$ cat src/rtl/frac_mac_pkg.sv
package frac_mac_pkg;

    typedef enum logic [1:0] {
        SGN_SS = 2'd0,
        SGN_SU = 2'd1,
        SGN_UU = 2'd2,
        SGN_RSV = 2'd3
    } sign_mode_e;

    typedef enum logic [1:0] {
        UPD_LOAD = 2'd0,
        UPD_ADD  = 2'd1,
        UPD_SUB  = 2'd2,
        UPD_RSV  = 2'd3
    } upd_op_e;

    typedef enum logic [1:0] {
        ST_IDLE  = 2'd0,
        ST_WRITE = 2'd1,
        ST_TRAP  = 2'd2
    } mac_state_e;

endpackage

$ cat src/rtl/mac_product.sv
module mac_product #(
    parameter int OPW  = 16,
    parameter int ACCW = 40
) (
    input  logic [OPW-1:0]         opnd_a,
    input  logic [OPW-1:0]         opnd_b,
    input  logic [1:0]             sign_mode,
    input  logic                   frac_en,
    output logic signed [ACCW-1:0] prod
);
    import frac_mac_pkg::*;

    localparam int PW   = 2 * OPW + 2;
    localparam int EXTW = ACCW - PW;

    logic                 a_sgn;
    logic                 b_sgn;
    logic signed [OPW:0]  a_ext;
    logic signed [OPW:0]  b_ext;
    logic signed [PW-1:0] raw;
    logic signed [ACCW-1:0] wide;

    always_comb begin
        a_sgn = (sign_mode != SGN_UU);
        b_sgn = (sign_mode == SGN_SS);
        a_ext = {a_sgn & opnd_a[OPW-1], opnd_a};
        b_ext = {b_sgn & opnd_b[OPW-1], opnd_b};
        raw   = a_ext * b_ext;
        wide  = {{EXTW{raw[PW-1]}}, raw};
        // doubling keeps 40 bits; bit 39 becomes the new sign
        prod  = frac_en ? {wide[ACCW-2:0], 1'b0} : wide;
    end

endmodule

$ cat src/rtl/mac_combine.sv
module mac_combine #(
    parameter int ACCW = 40,
    parameter int SATW = 32
) (
    input  logic [ACCW-1:0]        acc_in,
    input  logic signed [ACCW-1:0] prod,
    input  logic [1:0]             op_sel,
    input  logic                   sat_on,
    output logic [ACCW-1:0]        result
);
    import frac_mac_pkg::*;

    localparam int ZW = ACCW - SATW + 2;
    localparam logic signed [ACCW:0] MAXV = {{ZW{1'b0}}, {(SATW-1){1'b1}}};
    localparam logic signed [ACCW:0] MINV = ~MAXV;

    logic signed [ACCW:0] acc_w;
    logic signed [ACCW:0] prod_w;
    logic signed [ACCW:0] prod_c;
    logic signed [ACCW:0] sum;

    always_comb begin
        acc_w  = {acc_in[ACCW-1], acc_in};
        prod_w = {prod[ACCW-1], prod};
        prod_c = (sat_on && (prod_w > MAXV)) ? MAXV : prod_w;
        unique case (op_sel)
            UPD_ADD: sum = acc_w + prod_c;
            UPD_SUB: sum = acc_w - prod_c;
            default: sum = prod_c;
        endcase
        if (sat_on && (sum > MAXV))
            result = MAXV[ACCW-1:0];
        else if (sat_on && (sum < MINV))
            result = MINV[ACCW-1:0];
        else
            result = sum[ACCW-1:0];
    end

endmodule

$ cat src/rtl/mac_ctrl.sv
module mac_ctrl (
    input  logic       clk,
    input  logic       rst_n,
    input  logic       start,
    input  logic [1:0] sign_mode,
    input  logic [1:0] op_sel,
    input  logic       frac_en,
    input  logic       sat_en,
    output logic       load_en,
    output logic       done,
    output logic       illegal
);
    import frac_mac_pkg::*;

    mac_state_e state_q;
    mac_state_e state_d;
    logic       legal;

    always_comb begin
        legal = !(sat_en && !frac_en) && (sign_mode != SGN_RSV) && (op_sel != UPD_RSV);
        if (start)
            state_d = legal ? ST_WRITE : ST_TRAP;
        else
            state_d = ST_IDLE;
        load_en = start && legal;
    end

    always_ff @(posedge clk) begin
        if (!rst_n)
            state_q <= ST_IDLE;
        else
            state_q <= state_d;
    end

    always_comb begin
        done    = 1'b0;
        illegal = 1'b0;
        unique case (state_q)
            ST_WRITE: done    = 1'b1;
            ST_TRAP:  illegal = 1'b1;
            default: ;
        endcase
    end

endmodule

$ cat src/rtl/frac_mac.sv
module frac_mac #(
    parameter int OPW  = 16,
    parameter int ACCW = 40,
    parameter int SATW = 32
) (
    input  logic            clk,
    input  logic            rst_n,
    input  logic            start,
    input  logic [OPW-1:0]  opnd_a,
    input  logic [OPW-1:0]  opnd_b,
    input  logic [1:0]      sign_mode,
    input  logic [1:0]      op_sel,
    input  logic            frac_en,
    input  logic            sat_en,
    input  logic [ACCW-1:0] acc_in,
    output logic [ACCW-1:0] acc_out,
    output logic            done,
    output logic            illegal
);
    import frac_mac_pkg::*;

    logic signed [ACCW-1:0] prod;
    logic [ACCW-1:0]        result;
    logic                   load_en;
    logic                   sat_on;

    assign sat_on = sat_en && (sign_mode == SGN_SS);

    mac_product #(.OPW(OPW), .ACCW(ACCW)) u_prod (
        .opnd_a    (opnd_a),
        .opnd_b    (opnd_b),
        .sign_mode (sign_mode),
        .frac_en   (frac_en),
        .prod      (prod)
    );

    mac_combine #(.ACCW(ACCW), .SATW(SATW)) u_comb (
        .acc_in (acc_in),
        .prod   (prod),
        .op_sel (op_sel),
        .sat_on (sat_on),
        .result (result)
    );

    mac_ctrl u_ctrl (
        .clk       (clk),
        .rst_n     (rst_n),
        .start     (start),
        .sign_mode (sign_mode),
        .op_sel    (op_sel),
        .frac_en   (frac_en),
        .sat_en    (sat_en),
        .load_en   (load_en),
        .done      (done),
        .illegal   (illegal)
    );

    always_ff @(posedge clk) begin
        if (!rst_n)
            acc_out <= '0;
        else if (load_en)
            acc_out <= result;
    end

endmodule

$ cat config.mk
export PLATFORM = sky130hd
export DESIGN_NAME = frac_mac
export DESIGN_NICKNAME = d
export VERILOG_FILES = /design/src/rtl/frac_mac_pkg.sv /design/src/rtl/mac_product.sv /design/src/rtl/mac_combine.sv /design/src/rtl/mac_ctrl.sv /design/src/rtl/frac_mac.sv
export SDC_FILE = /design/constraint.sdc
export NUM_CORES = 1
export LEC_CHECK = 0
export ABC_AREA = 1
export ABC_CLOCK_PERIOD_IN_PS = 13600
export BUFFER_PORTS_ARGS = -buffer_cell sky130_fd_sc_hd__buf_2
export CELL_PAD_IN_SITES_DETAIL_PLACEMENT = 0
export CELL_PAD_IN_SITES_GLOBAL_PLACEMENT = 1
export CORE_ASPECT_RATIO = 0.5
export CORE_MARGIN = 3
export CORE_UTILIZATION = 47
export CTS_BUF_LIST = sky130_fd_sc_hd__clkbuf_2 sky130_fd_sc_hd__clkbuf_4 sky130_fd_sc_hd__clkbuf_8
export CTS_CLUSTER_DIAMETER = 40
export DETAILED_ROUTE_END_ITERATION = 12
export PLACE_DENSITY = 0.86
export RECOVER_POWER = 50
export REMOVE_ABC_BUFFERS = 1
export SLEW_MARGIN = 10
export SYNTH_ARGS = -nofsm -noshare
export SYNTH_HDL_FRONTEND = slang
export SYNTH_SLANG_ARGS = --single-unit
$ cat constraint.sdc
create_clock -name clk -period 13.6 [get_ports clk]
set_input_delay 0 -clock clk [delete_from_list [all_inputs] [get_ports clk]]
set_output_delay 0 -clock clk [all_outputs]
set_load 0.02 [all_outputs]
==> key figures, run 1 <==
Global route
  • Largest net degree at the start of global routing: 41
  • Busiest layer in global routing: met1
  • First-pass GRT wire length: 80800 µm
  • Global Route met2 Usage: 38.2%
  • Tot GR Track Use: 24.5%
  • Initial antenna violation count: 0
  • M3 GR Usage: 1.95%
  • Met1 global-route usage: 38.3%
  • Vias in the first global route: 15700
  • Grt total ovfl: 0

Logic synthesis
  • Synth area leaders: fa_1, nand2_1, inv_1
  • Synth Instances: 2657
  • Syn avg cell area: 6.73 µm²
  • FF+latch count, synth: 42
  • Most numerous cell in the Yosys netlist: nand2_1
  • Library cells used by synthesis: 53
  • FFs w/ async S/R, synth: 0%
  • Synth Cell Area: 17900 µm²
  • Post-synth top area cell: fa_1
  • Top cell type's share of synthesized area: 33.3%
  • Yosys warning count: 0
  • Sequential share of the synthesized area: 4.70%
  • Synth Flop Type: dfxtp_1
  • Commonest cells in the netlist: nand2_1, inv_1, fa_1
  • Post-synth EDFFs: 0

Detailed routing
  • Via/cell ratio: 5.01
  • Drt wl/cell: 15.1 µm
  • Final ANT Viol Nets: 0
  • Total number of vias: 15900
  • Detailed Route WL: 47900 µm
  • Residual DRC: 0
  • Iter 0 DRT Violations: 1059
  • DRT Pass-1 Iters: 5

Place
  • I/O Buffers: 122
  • Dpl hpwl: 41500 µm
  • Placer Congestion: 0.950

Min path
  • HP Start: sat_en
  • Hold Path Depth: 3
  • Worst min path class: input port to flop
  • Worst Hold End: u_ctrl.state_q[1]

Die
  • Initial core utilization: 48.7%
  • Die Y: 144 µm
  • Row Count: 49
  • Die ar.: 40600 µm²
  • I/O pin cnt: 123
  • DIE WIDTH: 282 µm
  • CORE AREA: 36700 µm²

Worst setup path
  • Endpoint type of the worst setup path: flop
  • Crit Path Max Fanout: 40
  • Data required time of the critical path: 13820 ps
  • Worst r2r path cells: 2
  • Critical Path AT: 11980 ps
  • RR Endpoint: acc_out[9]
  • CP startpoint kind: input port
  • Crit-path slowest cell: fa_1
  • R2R setup slack: 12890 ps
  • Most frequent cell on the critical path: nand2_1
  • Critical path class: input port to flop
  • CP max stage delay: 900 ps
  • Reg2reg start: acc_out[9]

Clock tree
  • Clk_lat worst skew: 300 ps
  • # clock sinks: 42
  • Clock slew seen by the registers of the worst setup and hold paths: 80 ps
  • CTS root buf: clkbuf_8
  • CTS Buf Count: 5
  • Clock tree buffer depth: 2
  • CTS tree: built
  • H-tree depth: 2
  • Setup bufs post-CTS: 0
  • Cts repair resizes: 0

Layout
  • Final core occ: 51.2%
  • Fillers: 3779
  • Final nets: 3194
  • Layout area overhead: 5.21%
  • Layout cell share with drive strength beyond 1: 5.32%
  • Ant. Diodes: 0

STA
  • F_max: 0.0851 GHz
  • Period utilization: 86.4%
  • Final Skew: 0 ps
  • Fin. max-slew vios: 0
  • Rel. slew slack: 35.3%
  • Final Critical Period: 11760 ps
  • RSZ-0062 raised after global routing: false
  • Least-Margin Pin Slew: 968 ps
  • Final TNS setup: 0 ps
  • Endpoints failing setup: 0
  • Final hold vios: 0

Run
  • Maxcap violations: 0

Status
  • Status: finished, final reports clean
==> per-layer routing <==
| layer | vias to the layer above | share of wire (%) | wire length (µm) |
|---|---|---|---|
| met5 | - | 0 | 0 |
| met4 | 0 | 0.96 | 460 |
| met3 | 33 | 5.2 | 2520 |
| met2 | 412 | 43 | 20700 |
| met1 | 7512 | 51 | 24200 |
| li1 | 7947 | - | - |
==> sequential cells by signal, summed over array words and instances, names as in the netlist <==
| register | flops |
|---|---|
| acc_out | 40 |
| u_ctrl.state_q | 2 |
==> critical path: cells and delay by family <==
family,cells,cell delay (ps)
compound gates,8,2190
simple gates,29,4060
fa+ha+maj,8,4310
buf+inv,11,1230
xor+xnor,1,120
==> cells in the final DEF, fill, tap and decap left out, types with 5 or more instances in the layout <==
master,synthesis,final
buf_4,3,5
clkbuf_8,0,6
dfxtp_1,42,42
fa_1,297,297
nand2_1,701,701
nor3_1,12,12
xnor2_1,25,25
o21bai_1,5,5
a21oi_1,125,125
a21o_1,7,7
o21ai_0,107,107
o21a_1,7,7
clkbuf_1,90,42
inv_1,656,656
nor2_1,173,173
or2_2,17,17
ha_1,127,127
xor2_1,44,44
nand2_2,7,7
nand3_1,117,117
nor2_2,6,6
a31oi_1,10,10
buf_2,5,80
nand4_1,19,19
==> area by class of cell <==
cell class	instances	area [µm²]	share of cell area [%]
tap	484	606	3.22
multi-input combinational	1853	14100	75.2
inverter	659	2470	13.2
sequential	42	841	4.47
clock inverter	2	60.1	0.319
clock buffer	6	82.6	0.439
timing repair buffer	128	606	3.22
==> stage by stage <==
step | std cells | hold slack (ps) | instance area (µm²) | worst slack [ps]
CTS | 3174 | 152 | 18900 | 1910
global route | 3174 | 181 | 18800 | 718
finish | 3174 | 127 | 18800 | 1840
floorplan | 2554 | 119 | 17500 | 3820
detailed placement | 3165 | 245 | 18700 | 1660
global placement | 3165 | 241 | 18700 | 1820
==> worst max path at each step <==
| stage | endpoint | start | slack, ps | cells after the start |
|---|---|---|---|---|
| after floorplan | acc_out[35] | sign_mode[1] | 3820 | 55 |
| after global placement | acc_out[37] | opnd_a[15] | 1820 | 56 |
| after detailed placement | acc_out[39] | opnd_a[15] | 1660 | 57 |
| after CTS | acc_out[34] | opnd_a[15] | 1910 | 57 |
| after global routing | acc_out[39] | opnd_a[15] | 720 | 53 |
| final | acc_out[39] | opnd_a[15] | 1840 | 57 |
==> logic make-up (layout without fill, tap and decap cells) <==
group           count (synthesis)  in the layout  share of synthesized area [%]
simple gates                 1072           1072                           24.7
compound gates                286            286                           8.76
flops                          42             42                           4.70
xor+xnor                       69             69                           3.38
buf+inv                       762            795                           16.2
mux                             2              2                          0.112
fa+ha+maj                     424            424                           42.1
==> timing repair <==
item | 4_1_cts | 5_1_grt
hold buffers | 1 | 0
hold endpoints to repair | 1 | 0
endpoints found under the setup margin | 0 | 0
Power of run 1 is left out: the tool's default activity adds up to more than one toggle a clock period on the data nets, which glitch-free logic cannot reach.
==> inputs of run 2 (changes only) <==
CORE_UTILIZATION = 46   (was 47)
PLACE_DENSITY = 0.85   (was 0.86)
SYNTH_HIERARCHICAL = 1   (was not set)
==> run 2 against run 1 <==
Wire length grew 14%. Critical path depth grew 3. Sequential share of layout area shrank 0.31 points. First-iteration DRC count shrank 4.2%. Global-route usage grew 0.34 points. Synthesized area grew 8.3%.
==> key figures, run 2 <==
Status
  • Status: finished, final reports clean

Layout
  • Multi-input gate area: 15100 µm² (+6.9%)
  • Ant. Diodes: 0 (unchanged)
  • Storage cell area: 841 µm² (unchanged)
  • Max FFs per register: 40 (unchanged)
  • Top Registers: acc_out x40, u_ctrl/state_q x2
  • Most common cell after layout, fill and taps aside: nand2_1
  • Fillers: 4431 (+17%)
  • Layout area overhead: 4.28%
  • Top reg by flops: acc_out
  • Layout cell share with drive strength beyond 1: 4.89% (-0.42 points)
  • Layout Cells excl Fill: 3606 (+14%)
  • Commonest non-fill, non-tap cells in the layout: nand2_1, inv_1, fa_1, nor2_1, ha_1
  • Design Area, Final: 20200 µm² (+7.4%)
  • Final nets: 3569 (+12%)

Logic synthesis
  • Post-synth top area cell: fa_1
  • Synth Cell Area: 19400 µm² (+8.3%)
  • Commonest cells in the netlist: nand2_1, inv_1, fa_1
  • Synth Instances: 3045 (+15%)
  • Post-synth EDFFs: 0 (unchanged)
  • Top cell type's share of synthesized area: 30.7% (-2.6 points)
  • Synth area leaders: fa_1, nand2_1, inv_1
  • Syn avg cell area: 6.36 µm² (-5.5%)
  • Library cells used by synthesis: 44 (-17%)
  • Sequential share of the synthesized area: 4.34% (-0.36 points)
  • Yosys warning count: 6 (+6)
  • Most numerous cell in the Yosys netlist: nand2_1
  • FF+latch count, synth: 42 (unchanged)
  • FFs w/ async S/R, synth: 0% (unchanged)
  • Synth Flop Type: dfxtp_1

Worst setup path
  • Crit Path Max Fanout: 63 (+57%)
  • CP endpoint: acc_out[28]
  • RR Endpoint: acc_out[30]
  • Critical Path AT: 12370 ps (+390 ps)
  • CP Launch Point: sign_mode[0]
  • Crit-path slowest cell: fa_1
  • CP max stage delay: 870 ps (-30 ps)
  • Worst r2r path cells: 2 (unchanged)
  • CP startpoint kind: input port
  • Endpoint type of the worst setup path: flop
  • Data required time of the critical path: 13790 ps (-30 ps)
  • Critical path class: input port to flop
  • Most frequent cell on the critical path: nand2_1
  • Reg2reg start: acc_out[30]
  • R2R setup slack: 12990 ps (+100 ps)

Detailed routing
  • DRT Pass-1 Iters: 6 (+1)
  • Total number of vias: 17600 (+11%)
  • Final ANT Viol Nets: 0 (unchanged)
  • Drt wl/cell: 15.1 µm (about the same)
  • Residual DRC: 0 (unchanged)
  • Iter 0 DRT Violations: 1014 (-4.2%)
  • Via/cell ratio: 4.89 (-2.4%)
  • Detailed Route WL: 54500 µm (+14%)

STA
  • Fin. max-slew vios: 0 (unchanged)
  • Final Critical Period: 12180 ps (+422 ps)
  • Period utilization: 89.5% (+3.1 points)
  • Final hold vios: 0 (unchanged)
  • Final TNS setup: 0 ps (unchanged)
  • Least-Margin Pin Slew: 1460 ps (+497 ps)
  • F_max: 0.0821 GHz (-3.5%)
  • Final Skew: 0 ps (unchanged)
  • Endpoints failing setup: 0 (unchanged)
  • Rel. slew slack: 2.36% (-33 points)
  • RSZ-0062 raised after global routing: false

Die
  • CORE AREA: 41000 µm² (+12%)
  • Die ar.: 44800 µm² (+10%)
  • DIE WIDTH: 296 µm (+5.1%)
  • Die Y: 151 µm (+5.0%)
  • I/O pin cnt: 123 (unchanged)
  • Row Count: 52 (+6.1%)
  • Initial core utilization: 47.3% (-1.4 points)

Global route
  • Global Route met2 Usage: 40.1% (+1.9 points)
  • Busiest layer in global routing: met2
  • Met1 global-route usage: 37.2% (-1.0 points)
  • Largest net degree at the start of global routing: 81 (+98%)
  • Initial antenna violation count: 0 (unchanged)
  • First-pass GRT wire length: 89500 µm (+11%)
  • M3 GR Usage: 1.83% (-0.12 points)
  • Grt total ovfl: 0 (unchanged)
  • Tot GR Track Use: 24.9% (+0.34 points)
  • Vias in the first global route: 17400 (+11%)

Place
  • Cell Area, Placed: 20100 µm² (+7.6%)
  • Placer Congestion: 0.909 (-4.3%)
  • I/O Buffers: 122 (unchanged)
  • Inst Count DP: 3597 (+14%)
  • Dpl hpwl: 46800 µm (+13%)

Clock tree
  • CTS Buf Count: 5 (unchanged)
  • CTS root buf: clkbuf_8
  • # clock sinks: 42 (unchanged)
  • H-tree depth: 2 (unchanged)
  • Clock tree buffer depth: 2 (unchanged)
  • Setup bufs post-CTS: 0 (unchanged)
  • CTS tree: built
  • Clock slew seen by the registers of the worst setup and hold paths: 80 ps (about the same)
  • Clk_lat worst skew: 290 ps (about the same)

Min path
  • Worst min path class: input port to flop
  • Hold Path Depth: 4 (+1)

Run
  • Maxcap violations: 0 (unchanged)
-- run 2: cell count changes in the layout (fill, tap and decap cells not counted), moves of 5 or more --
cell	delta
xnor2_1	-6
nand4_1	+5
o21bai_1	+5
a21oi_1	-17
xor2_1	-8
inv_1	+100
nand3_2	+5
nor2_1	+71
or2_2	-5
o21ai_0	-23
nand3b_1	+9
nand2_1	+230
-- run 2: logic make-up (layout without fill, tap and decap cells) --
kind of cell	after synthesis	count (layout)	synth area share, %
multiplexers	4	4	0.207
AO/OA/AOI/OAI	240	240	6.76
adder cells (fa/ha/maj)	423	423	38.8
flip-flops	42	42	4.34
buffers and inverters	877	898	17.7
AND/OR/NAND/NOR	1404	1404	29.7
XOR/XNOR	55	55	2.49
-- run 2: per-layer routing --
metal  routed length [µm]  vias to the layer above
met1                27800                     8198
met3                 2530                       50
met2                23300                      417
li1                     -                     8964
met5                    0                        -
met4                  813                        0
-- run 2: worst min-delay path by stage --
stage | start | endpoint | slack, ps
2_1_floorplan | rst_n | acc_out[33] | 120
3_3_place_gp | start | u_ctrl/state_q[0] | 260
3_5_place_dp | start | u_ctrl/state_q[0] | 280
4_1_cts | op_sel[0] | u_ctrl/state_q[0] | 90
5_1_grt | op_sel[1] | u_ctrl/state_q[0] | 120
6_report | op_sel[1] | u_ctrl/state_q[0] | 90
-- run 2: area by class of cell --
cell class,instances,share of cell area (%)
Tap cell,540,3.34
Clock buffer,7,0.446
Timing Repair Buffer,128,3.00
Clock inverter,1,0.0248
Multi-Input combinational cell,2126,74.9
Inverter,762,14.2
Sequential cell,42,4.16
-- run 2: timing repair --
item,CTS,global route
hold endpoints to repair,2,0
setup endpoints to repair,0,29
hold buffers,1,0
resized for setup,0,1
-- run 2: through the flow --
| step | utilization (%) | worst slack (ps) | hold WS, ps |
|---|---|---|---|
| 6_report | 49.3 | 1420 | 94.6 |
| 5_1_grt | 49.3 | 125 | 117 |
| 3_3_place_gp | 49.1 | 1200 | 263 |
| 4_1_cts | 49.4 | 1260 | 88.6 |
| 2_1_floorplan | - | 3190 | 120 |
| 3_5_place_dp | 49.1 | 983 | 280 |
-- run 2: worst max-delay path: cells and delay by family --
kind | cells | cell delay [ps]
simple gates | 39 | 6180
buf+inv | 10 | 1060
compound gates | 3 | 770
fa+ha+maj | 8 | 4300
Power of run 2 is left out for the same reason.
==> inputs of run 3 (changes only) <==
ABC_CLOCK_PERIOD_IN_PS = 12800   (was 13600)
CELL_PAD_IN_SITES_DETAIL_PLACEMENT = 2   (was 0)
CELL_PAD_IN_SITES_GLOBAL_PLACEMENT = 2   (was 1)
CORE_UTILIZATION = 36   (was 46)
PLACE_DENSITY = 0.86   (was 0.85)
clock period = 12.8 ns   (was 13.6 ns; I/O delays follow)
==> run 3 against run 2 <==
Wire length is 44% higher. Worst setup slack worse by 450 ps. Critical endpoint is now acc_out[22]. Clock skew stayed put. Via count up 8.6%. Worst hold slack lost 1.8 ps. The run now ends with max-capacitance violations, max-slew violations left. Sequential cell count is the same.
==> key figures, run 3 (synthesis gave the netlist of run 2 again) <==
Status
  • Status: finished with violations
  • Failing checks: max-capacitance violations, max-slew violations

STA
  • Final worst setup slack: 972 ps (-450 ps)
  • F_max: 0.0845 GHz
  • Least-Margin Pin Slew: 1840 ps (+372 ps)
  • Final hold vios: 0 (unchanged)
  • Period utilization: 92.4%
  • Endpoints failing setup: 0 (unchanged)
  • Fin. max-slew vios: 42 (+42)
  • Final Critical Period: 11830 ps
  • Final Skew: 0 ps (unchanged)
  • Rel. slew slack: -22.4% (-25 points)

Die
  • CORE AREA: 52600 µm² (+28%)
  • Initial core utilization: 36.9% (-10 points)
  • Row Count: 59 (+13%)
  • DIE WIDTH: 334 µm (+13%)
  • Die Y: 170 µm (+13%)
  • I/O pin cnt: 123 (unchanged)
  • Die ar.: 56800 µm² (+27%)

Layout
  • Final nets: 3582 (+0.36%)
  • Multi-input gate area: 15200 µm² (+0.35%)
  • Layout area overhead: 6.16%
  • Top Registers: acc_out x40, u_ctrl/state_q x2
  • Max FFs per register: 40 (unchanged)
  • Storage cell area: 841 µm² (unchanged)
  • Ant. Diodes: 0 (unchanged)
  • Commonest non-fill, non-tap cells in the layout: nand2_1, inv_1, fa_1, nor2_1, ha_1
  • Most common cell after layout, fill and taps aside: nand2_1
  • Layout Cells excl Fill: 3780 (+4.8%)
  • Top reg by flops: acc_out
  • Layout cell share with drive strength beyond 1: 5.52% (+0.63 points)
  • Fillers: 6716 (+52%)

Min path
  • Worst min path class: input port to flop
  • Hold Path Depth: 4 (unchanged)

Clock tree
  • CTS root buf: clkbuf_8
  • Clock slew seen by the registers of the worst setup and hold paths: 90 ps (about the same)
  • CTS tree: built
  • # clock sinks: 42 (unchanged)
  • CTS Buf Count: 5 (unchanged)
  • H-tree depth: 2 (unchanged)
  • Clk_lat worst skew: 310 ps (+20 ps)
  • Clock tree buffer depth: 2 (unchanged)

Place
  • Worst slack at placement: -383 ps (-1370 ps)
  • Dpl hpwl: 68800 µm (+47%)
  • Inst Count DP: 3767 (+4.7%)
  • Placer Congestion: 0.912 (+0.30%)
  • I/O Buffers: 122 (unchanged)

Global route
  • Initial antenna violation count: 0 (unchanged)
  • Vias in the first global route: 21800 (+25%)
  • First-pass GRT wire length: 122000 µm (+37%)
  • Largest net degree at the start of global routing: 81 (unchanged)
  • Tot GR Track Use: 27.4% (+2.5 points)
  • Grt total ovfl: 0 (unchanged)

Detailed routing
  • Total number of vias: 19100 (+8.6%)
  • Drt wl/cell: 20.8 µm (+38%)
  • Final ANT Viol Nets: 0 (unchanged)
  • DRT Pass-1 Iters: 7 (+1)
  • Detailed Route WL: 78600 µm (+44%)
  • Iter 0 DRT Violations: 1081 (+6.6%)
  • Residual DRC: 0 (unchanged)
  • Via/cell ratio: 5.07 (+3.6%)

Worst setup path
  • Endpoint type of the worst setup path: flop
  • Worst r2r path cells: 2 (unchanged)
  • Crit Path Max Fanout: 26 (-59%)
  • Data required time of the critical path: 13040 ps (-750 ps)
  • CP max stage delay: 780 ps (-90 ps)
  • Critical Path AT: 12070 ps (-300 ps)
  • Crit-path slowest cell: fa_2
  • R2R setup slack: 12190 ps (-800 ps)
  • Critical path class: input port to flop
  • CP startpoint kind: input port
  • Most frequent cell on the critical path: nand2_1

Run
  • Maxcap violations: 1 (+1)
==> run 3: changes by cell type in the layout (fill, tap and decap cells not counted), moves of 2 or more <==
cell        before  now
clkinvlp_4       0    2
nor4_1           7    5
nor4_2           0    2
buf_4            5   15
clkinv_1         3    1
==> run 3: area by class of cell <==
class                      instances  share of cell area, %
inverter                         762                   13.9
clock inverter                     2                 0.0608
clock buffer                       6                  0.402
sequential                        42                   4.09
tap                              701                   4.26
timing repair buffer             140                   3.47
multi-input combinational       2127                   73.8
==> run 3: final timing paths <==
| path | from | endpoint |
|---|---|---|
| hold reg to reg | acc_out[19] | acc_out[19] |
| setup / recovery | sign_mode[0] | acc_out[22] |
| hold / removal | sat_en | u_ctrl/state_q[0] |
| setup reg to reg | acc_out[23] | acc_out[23] |
==> run 3: per-layer routing <==
layer / track usage (%) / vias to the layer above / part of all wire (%)
li1: - / 8966 / -
met1: 35.0 / 9692 / 44
met2: 50.3 / 369 / 50
met3: 1.32 / 122 / 2.8
met4: 8.13 / 0 / 2.9
met5: 0 / - / 0
==> run 3: critical path, delay by kind of cell <==
kind / cells / cell delay, ps
compound gates: 3 / 670
fa+ha+maj: 8 / 4370
buf+inv: 9 / 1090
simple gates: 40 / 5880
==> run 3: what timing repair did <==
action / in CTS / in global routing
buffers inserted: 0 / 3
hold endpoints to repair: 2 / 0
cloned: 0 / 1
hold buffers: 1 / 0
gates resized for setup: 1 / 10
setup endpoints to repair: 32 / 40
pin swaps: 0 / 2
==> run 3: through the flow <==
| stage | TNS (ps) | util (%) | cell area [µm²] | hold WS, ps |
|---|---|---|---|---|
| global placement | 0 | 38.8 | 20400 | 266 |
| CTS | 0 | 39.0 | 20500 | 77.4 |
| floorplan | 0 | - | 18800 | 120 |
| finish | 0 | 39.1 | 20600 | 92.8 |
| global route | -520 | 39.1 | 20600 | 85.3 |
| detailed placement | -11730 | 38.8 | 20400 | 280 |
Power of run 3 is left out for the same reason.
